--- src/rtl/mseq_pkg.sv ---
package mseq_pkg;

   localparam int OP_W = 4;

   typedef enum logic [OP_W-1:0] {
      OP_NOP  = 4'd0,
      OP_ADD  = 4'd1,
      OP_SUB  = 4'd2,
      OP_MUL  = 4'd3,
      OP_MOV  = 4'd4,
      OP_LDC  = 4'd5,
      OP_BRN  = 4'd6,
      OP_BRZ  = 4'd7,
      OP_WAIT = 4'd8,
      OP_OUT  = 4'd9,
      OP_JMP  = 4'd10
   } opcode_e;

   typedef enum logic [3:0] {
      S_WAIT_INIT,
      S_FETCH0,
      S_FETCH1,
      S_DECODE,
      S_EXEC,
      S_WAIT_RDY,
      S_BR_N,
      S_BR_Z,
      S_ERR_OVF
   } state_e;

endpackage

--- src/rtl/mseq_regfile.sv ---
module mseq_regfile #(
   parameter int N16  = 8,
   parameter int N32  = 4,
   parameter int RA_W = 4,
   parameter int HW   = 16,
   parameter int DW   = 32
) (
   input  logic            clk,
   input  logic            rst_n,
   input  logic            we,
   input  logic [RA_W-1:0] waddr,
   input  logic [DW-1:0]   wdata,
   input  logic [RA_W-1:0] raddr_a,
   input  logic [RA_W-1:0] raddr_b,
   output logic [DW-1:0]   rdata_a,
   output logic [DW-1:0]   rdata_b
);

   logic [N16-1:0][HW-1:0] narrow_q;
   logic [N32-1:0][DW-1:0] wide_q;

   for (genvar g = 0; g < N16; g++) begin : g_narrow
      logic [HW-1:0] q;
      always_ff @(posedge clk or negedge rst_n) begin
         if (!rst_n)                              q <= '0;
         else if (we && waddr == RA_W'(g))        q <= wdata[HW-1:0];
      end
      assign narrow_q[g] = q;
   end

   for (genvar g = 0; g < N32; g++) begin : g_wide
      logic [DW-1:0] q;
      always_ff @(posedge clk or negedge rst_n) begin
         if (!rst_n)                              q <= '0;
         else if (we && waddr == RA_W'(N16 + g))  q <= wdata;
      end
      assign wide_q[g] = q;
   end

   function automatic logic [DW-1:0] rd(input logic [RA_W-1:0] a,
                                        input logic [N16-1:0][HW-1:0] nq,
                                        input logic [N32-1:0][DW-1:0] wq);
      logic [DW-1:0] v;
      v = '0;
      for (int i = 0; i < N16; i++)
         if (a == RA_W'(i)) v = {{(DW-HW){nq[i][HW-1]}}, nq[i]};
      for (int j = 0; j < N32; j++)
         if (a == RA_W'(N16 + j)) v = wq[j];
      return v;
   endfunction

   always_comb begin
      rdata_a = rd(raddr_a, narrow_q, wide_q);
      rdata_b = rd(raddr_b, narrow_q, wide_q);
   end

endmodule

--- src/rtl/mseq_const_rom.sv ---
module mseq_const_rom #(
   parameter int          CONST_N = 16,
   parameter int          IDX_W   = 4,
   parameter int          HW      = 16,
   parameter logic [15:0] STEP    = 16'h1111
) (
   input  logic [IDX_W-1:0] idx,
   output logic [HW-1:0]    value
);

   always_comb begin
      if (32'(idx) < CONST_N) value = HW'(32'(idx) * 32'(STEP));
      else                    value = '0;
   end

endmodule

--- src/rtl/mseq_alu.sv ---
module mseq_alu
   import mseq_pkg::*;
#(
   parameter int DW = 32,
   parameter int HW = 16
) (
   input  opcode_e       op,
   input  logic [DW-1:0] a,
   input  logic [DW-1:0] b,
   input  logic          dst_narrow,
   output logic [DW-1:0] res,
   output logic          ovf
);

   localparam int PW = DW + HW;

   logic [DW:0]          sum_x;
   logic [PW-1:0]        prod;
   logic                 wide_ovf;
   logic                 narrow_bad;

   always_comb begin
      sum_x    = '0;
      prod     = '0;
      wide_ovf = 1'b0;
      res      = a;
      unique case (op)
         OP_ADD: begin
            sum_x    = {a[DW-1], a} + {b[DW-1], b};
            res      = sum_x[DW-1:0];
            wide_ovf = sum_x[DW] ^ sum_x[DW-1];
         end
         OP_SUB: begin
            sum_x    = {a[DW-1], a} - {b[DW-1], b};
            res      = sum_x[DW-1:0];
            wide_ovf = sum_x[DW] ^ sum_x[DW-1];
         end
         OP_MUL: begin
            prod     = PW'($signed(a) * $signed(b[HW-1:0]));
            res      = prod[DW-1:0];
            wide_ovf = !((&prod[PW-1:DW-1]) || !(|prod[PW-1:DW-1]));
         end
         OP_LDC:  res = b;
         default: res = a;
      endcase
      narrow_bad = dst_narrow && !((&res[DW-1:HW-1]) || !(|res[DW-1:HW-1]));
      ovf        = wide_ovf || narrow_bad;
   end

endmodule

--- src/rtl/mcode_seq.sv ---
module mcode_seq
   import mseq_pkg::*;
#(
   parameter int          PC_W    = 6,
   parameter int          RA_W    = 4,
   parameter int          N16     = 8,
   parameter int          N32     = 4,
   parameter int          HW      = 16,
   parameter int          DW      = 32,
   parameter int          CONST_N = 16,
   parameter logic [15:0] CSTEP   = 16'h1111,
   localparam int         IW      = OP_W + 3*RA_W + PC_W
) (
   input  logic            clk,
   input  logic            rst_n,
   output logic [PC_W-1:0] prog_addr,
   input  logic [IW-1:0]   prog_word,
   input  logic            ready,
   output logic            io_valid,
   output logic [DW-1:0]   io_data,
   output logic            err
);

   if (N16 + N32 > 2**RA_W) begin : g_bad_regs
      $error("register file does not fit the address field");
   end
   if (CONST_N > 2**RA_W) begin : g_bad_const
      $error("constant table larger than its index field");
   end
   if (HW >= DW) begin : g_bad_width
      $error("narrow width must be below the wide width");
   end

   state_e          state;
   logic [PC_W-1:0] pc;
   logic [IW-1:0]   ir;
   logic [DW-1:0]   opa, opb;
   logic            flag_n, flag_z;

   opcode_e         op;
   logic [RA_W-1:0] f_dst, f_srca, f_srcb;
   logic [PC_W-1:0] f_tgt;

   assign op     = opcode_e'(ir[IW-1 -: OP_W]);
   assign f_dst  = ir[PC_W + 3*RA_W - 1 -: RA_W];
   assign f_srca = ir[PC_W + 2*RA_W - 1 -: RA_W];
   assign f_srcb = ir[PC_W + RA_W - 1 -: RA_W];
   assign f_tgt  = ir[PC_W-1:0];

   logic [DW-1:0] rd_a, rd_b, alu_res;
   logic [HW-1:0] cval;
   logic          alu_ovf, is_write, rf_we;

   assign is_write = (op == OP_ADD) || (op == OP_SUB) || (op == OP_MUL) ||
                     (op == OP_MOV) || (op == OP_LDC);
   assign rf_we    = (state == S_EXEC) && is_write && !alu_ovf;

   mseq_regfile #(.N16(N16), .N32(N32), .RA_W(RA_W), .HW(HW), .DW(DW)) u_rf (
      .clk     (clk),
      .rst_n   (rst_n),
      .we      (rf_we),
      .waddr   (f_dst),
      .wdata   (alu_res),
      .raddr_a (f_srca),
      .raddr_b (f_srcb),
      .rdata_a (rd_a),
      .rdata_b (rd_b)
   );

   mseq_const_rom #(.CONST_N(CONST_N), .IDX_W(RA_W), .HW(HW), .STEP(CSTEP)) u_crom (
      .idx   (f_srcb),
      .value (cval)
   );

   mseq_alu #(.DW(DW), .HW(HW)) u_alu (
      .op         (op),
      .a          (opa),
      .b          (opb),
      .dst_narrow (f_dst < RA_W'(N16)),
      .res        (alu_res),
      .ovf        (alu_ovf)
   );

   always_ff @(posedge clk or negedge rst_n) begin
      if (!rst_n) begin
         state    <= S_WAIT_INIT;
         pc       <= '0;
         ir       <= '0;
         opa      <= '0;
         opb      <= '0;
         flag_n   <= 1'b0;
         flag_z   <= 1'b0;
         io_valid <= 1'b0;
         io_data  <= '0;
      end else begin
         io_valid <= 1'b0;
         unique case (state)
            S_WAIT_INIT: state <= S_FETCH0;
            S_FETCH0:    state <= S_FETCH1;
            S_FETCH1: begin
               ir    <= prog_word;
               pc    <= pc + 1'b1;
               state <= S_DECODE;
            end
            S_DECODE: begin
               opa   <= rd_a;
               opb   <= (op == OP_LDC) ? {{(DW-HW){cval[HW-1]}}, cval} : rd_b;
               state <= S_EXEC;
            end
            S_EXEC: begin
               state <= S_FETCH0;
               if (is_write) begin
                  if (alu_ovf) state <= S_ERR_OVF;
                  else begin
                     flag_n <= alu_res[DW-1];
                     flag_z <= (alu_res == '0);
                  end
               end else begin
                  unique case (op)
                     OP_BRN:  state <= S_BR_N;
                     OP_BRZ:  state <= S_BR_Z;
                     OP_WAIT: state <= S_WAIT_RDY;
                     OP_OUT: begin
                        io_valid <= 1'b1;
                        io_data  <= opa;
                     end
                     OP_JMP:  pc <= f_tgt;
                     default: ;
                  endcase
               end
            end
            S_BR_N: begin
               if (flag_n) pc <= f_tgt;
               state <= S_FETCH0;
            end
            S_BR_Z: begin
               if (flag_z) pc <= f_tgt;
               state <= S_FETCH0;
            end
            S_WAIT_RDY: if (ready) state <= S_FETCH0;
            S_ERR_OVF:  state <= S_ERR_OVF;
            default:    state <= S_ERR_OVF;
         endcase
      end
   end

   assign prog_addr = pc;
   assign err       = (state == S_ERR_OVF);

endmodule

--- config.mk ---
export PLATFORM = sky130hd
export DESIGN_NAME = mcode_seq
export DESIGN_NICKNAME = d
export VERILOG_FILES = /design/src/rtl/mseq_pkg.sv /design/src/rtl/mseq_regfile.sv /design/src/rtl/mseq_const_rom.sv /design/src/rtl/mseq_alu.sv /design/src/rtl/mcode_seq.sv
export SDC_FILE = /design/constraint.sdc
export NUM_CORES = 2
export LEC_CHECK = 0
export ABC_AREA = 0
export CORE_MARGIN = 1.5
export CORE_UTILIZATION = 40
export DETAILED_ROUTE_END_ITERATION = 10
export SYNTH_ARGS = -nofsm -noshare
export SYNTH_HDL_FRONTEND = slang
export SYNTH_SLANG_ARGS = --single-unit
--- constraint.sdc ---
create_clock -name clk -period 13.11 [get_ports clk]
set_input_delay 2.622 -clock clk [delete_from_list [all_inputs] [get_ports clk]]
set_output_delay 2.622 -clock clk [all_outputs]
set_load 0.02 [all_outputs]
==> metrics.txt <==
result of the run=finished, violations left; violations in the final reports=design-rule violations; worst slew margin relative to its limit=0.0825; critical path arrival=around 11 ns; WS Path Type=reg2reg; Via density=5.83; Yosys warnings=0; reg-to-reg endpoint=u_rf.g_wide[3].q[11]; most common cell after layout, fill and taps aside=inv_1; Post-Syn Nets=5,261; initial core utilization=0.404; Psw=about 0.0057 W; Longest Clk Path Bufs=3; cell internal power dissipation=0.00461 W; unrepaired setup endpoints after global routing=false; setup skew after layout=between 0.05 and 0.06 ns; number of buffers added on ports=64; clock latency at the later pin of the worst-skew pair=0.66 ns; Hold WC Path Type=reg2reg; number of cells in the design after placement=just under 6,000; non-filler instance count after layout=5,899; leading cell types in the layout, fill and taps excluded=618 x inv_1, 571 x nand2_1, 488 x fa_1; Detailed Place HPWL=99.6 mm; fraction of synthesized cell area taken by the top area cell type=0.229; Post CTS Setup Buffer Count=0; Avg Cell Area, Syn=9.33 sq um; total negative slack=0 ns; minimum clock period after layout=~11 ns; pwr/cell area=223 mW/mm^2; post-synthesis instance area=between 0.04 and 0.05 sq mm; final hold slack=~0.47 ns; Combinational Power Share=0.700; Die Footprint=0.109 sq mm; post-CTS clock slew at the launch and capture registers of the worst setup and hold paths=0.07 ns; prevailing post-synth register cell=dfrtp_1; category of the worst setup path capture point=register; cell taking the most area after synthesis=fa_1; clock tree from TritonCTS=built; synthesis-to-layout area growth=8.35%; capturing instance or port of the critical path=u_rf.g_wide[3].q[11]; Slew Viols, Final=0; Leak=around 21 nW; count of instances resized after the clock tree is built=0; Async SR Flop Fraction=1.00; number of distinct library cells after synthesis=between 100 and 150; routed wirelength normalized by instance count=23.5 microns; largest net degree at the start of global routing=between 150 and 200; leading cell types by total area after synthesis=fa_1 23%, dfrtp_1 23%, mux2_4 5.6%; initial antenna violation count=6; #FFs+latches synth=~390; GP Congestion=roughly 0.94; r2r startpoint=opa[7]; total congestion overflow after global routing=0; hold bufs inserted after CTS=0; switching part of the total power=0.552; pin slew with the least headroom to its limit=between 1 and 1.5 ns; Placeable Area=roughly 0.11 sq mm; peak clock frequency supported by timing=around 94 MHz; final net count=around 5,200; longest individual stage delay on the worst path=between 0.9 and 1 ns; starting DRC count in detailed routing=3,139; cts bufs inserted=46; routed via count=between 30,000 and 40,000; fin crit share=0.808; Worst EP required=between 10 and 15 ns; die boundary width=approximately 330 microns; fraction of final layout cells with drive strength greater than 1=0.116; share of the yosys chip area belonging to registers=0.227; wire length reported by the detailed router=139 mm; DRC viols=8; sequential fraction of design power=0.166; Cell Rows=around 120; drt first pass iters=11; global-route total usage across every layer=0.259; H-tree depth reported by CTS=2; sinks on the clock net=around 390; Worst setup startpoint=opa[7]; flop-to-flop setup slack=approximately 2.5 ns; CTS Root Cell=clkbuf_16; element type at the critical path start=register; Final WS setup=2.52 ns; final setup fails=0; die height=329 microns; clock network fraction of total power=0.134; vias in the first global route=35,000; wire length of the first global-routing pass=216 mm; depth of the worst register-to-register path=28; instance count of the mapped netlist=between 4,000 and 5,000; worst-path fanout max=20; peak supply drop=0.000126 V; Final Hold Vio Count=0; MaxCap Viol Count=0; setup slack after placement=roughly 2.7 ns; I/O pin count=65; standard cell with the maximum stage delay on the critical path=dfrtp_1; Routed Antenna Nets=0; Post-synth EDFFs=0
power groups by stage:
stage / Clock (W) / Sequential (W) / Combinational [W]
finish: 0.00138 / 0.00171 / 0.00720
floorplan: 0 / 0.00156 / 0.00488
CTS: 0.00141 / 0.00170 / 0.00711
detailed placement: 0 / 0.00172 / 0.00705
global route: 0.00145 / 0.00174 / 0.00791
global placement: 0 / 0.00171 / 0.00704
metal layers:
layer,vias to the layer above,part of all wire,track usage
met2,1530,0.45,0.403
met4,2,0.028,0.0721
li1,15200,-,-
met1,17500,0.44,0.368
met5,-,0.000094,0
met3,239,0.087,0.0484
state kept, by name, indices dropped and copies added, names as in the netlist:
register and cells:
u_rf.g_narrow.q 128, opb 32, flag_n 1, io_valid 1, u_rf.g_wide.q 128, prog_addr 6, flag_z 1, ir 22
state 4, io_data 32, opa 32
logic make-up (layout without fill, tap and decap cells):
| group | count (synthesis) | in the layout | share of synthesized area |
|---|---|---|---|
| DFF | 387 | 387 | 0.227 |
| other | 0 | 1 | 0 |
| and+or+nand+nor | 1334 | 1334 | 0.153 |
| xor gates and xnor gates | 52 | 52 | 0.0107 |
| muxes | 301 | 301 | 0.0938 |
| AOI/OAI and AO/OA | 902 | 902 | 0.148 |
| buffers and inverters | 924 | 863 | 0.0853 |
| adders and majority gates | 668 | 668 | 0.282 |
how the worst min path moves through the flow:
stage,from,end,depth (start not counted)
6_report,io_data[17],io_data[17],2
5_1_grt,io_data[18],io_data[18],2
4_1_cts,io_data[12],io_data[12],2
3_5_place_dp,io_data[18],io_data[18],2
3_3_place_gp,io_data[30],io_data[30],2
2_1_floorplan,ir[2],ir[2],1
worst max-delay path, delay by kind of cell (launching register included):
family                   cells  cell delay, ns
adder cells (fa/ha/maj)      8            3.77
AND/OR/NAND/NOR              4            2.11
AO/OA/AOI/OAI                7            2.02
flip-flops                   1            0.94
buffers and inverters        7            0.91
multiplexers                 1            0.34
XOR/XNOR                     1            0.26
area by class of cell:
class                      count  area [sq um]
antenna                        1          2.50
clock buffer                  68          1420
clock inverter                16           219
fill                       10300         59200
inverter                     620          2330
multi-input combinational   3257         29400
sequential                   387          9690
tap                         1391          1740
timing repair buffer         159          1380
metrics by stage:
| step | util | power (W) | cell area [sq um] |
|---|---|---|---|
| 5_1_grt | 0.438 | 0.0111 | 46200 |
| 4_1_cts | 0.438 | 0.0102 | 46200 |
| 6_report | 0.438 | 0.0103 | 46200 |
| 2_1_floorplan | - | 0.00643 | 42600 |
| 3_3_place_gp | 0.422 | 0.00875 | 44500 |
| 3_5_place_dp | 0.422 | 0.00877 | 44500 |
Yosys cell counts, types with 13 or more instances:
master	count
and2_1	212
ha_1	180
nand2b_1	41
a22oi_1	128
nor2_1	194
a221oi_1	44
nor2b_1	28
buf_2	21
a21o_1	57
a21oi_1	149
mux2_2	107
a31oi_1	57
xor2_1	13
nand3_1	88
nand4_1	33
inv_1	618
nor3_1	52
mux2_4	160
o211ai_1	19
a22o_1	25
and3_1	14
or4_1	13
o21ai_0	175
nor4_1	18
xnor2_1	39
mux2i_1	30
o31ai_1	14
a222oi_1	34
clkbuf_1	254
o21a_1	24
o21bai_1	13
dfrtp_1	387
nand2_1	571
buf_6	18
fa_1	488
a211oi_1	23
Power figures use the tool's default switching activity.
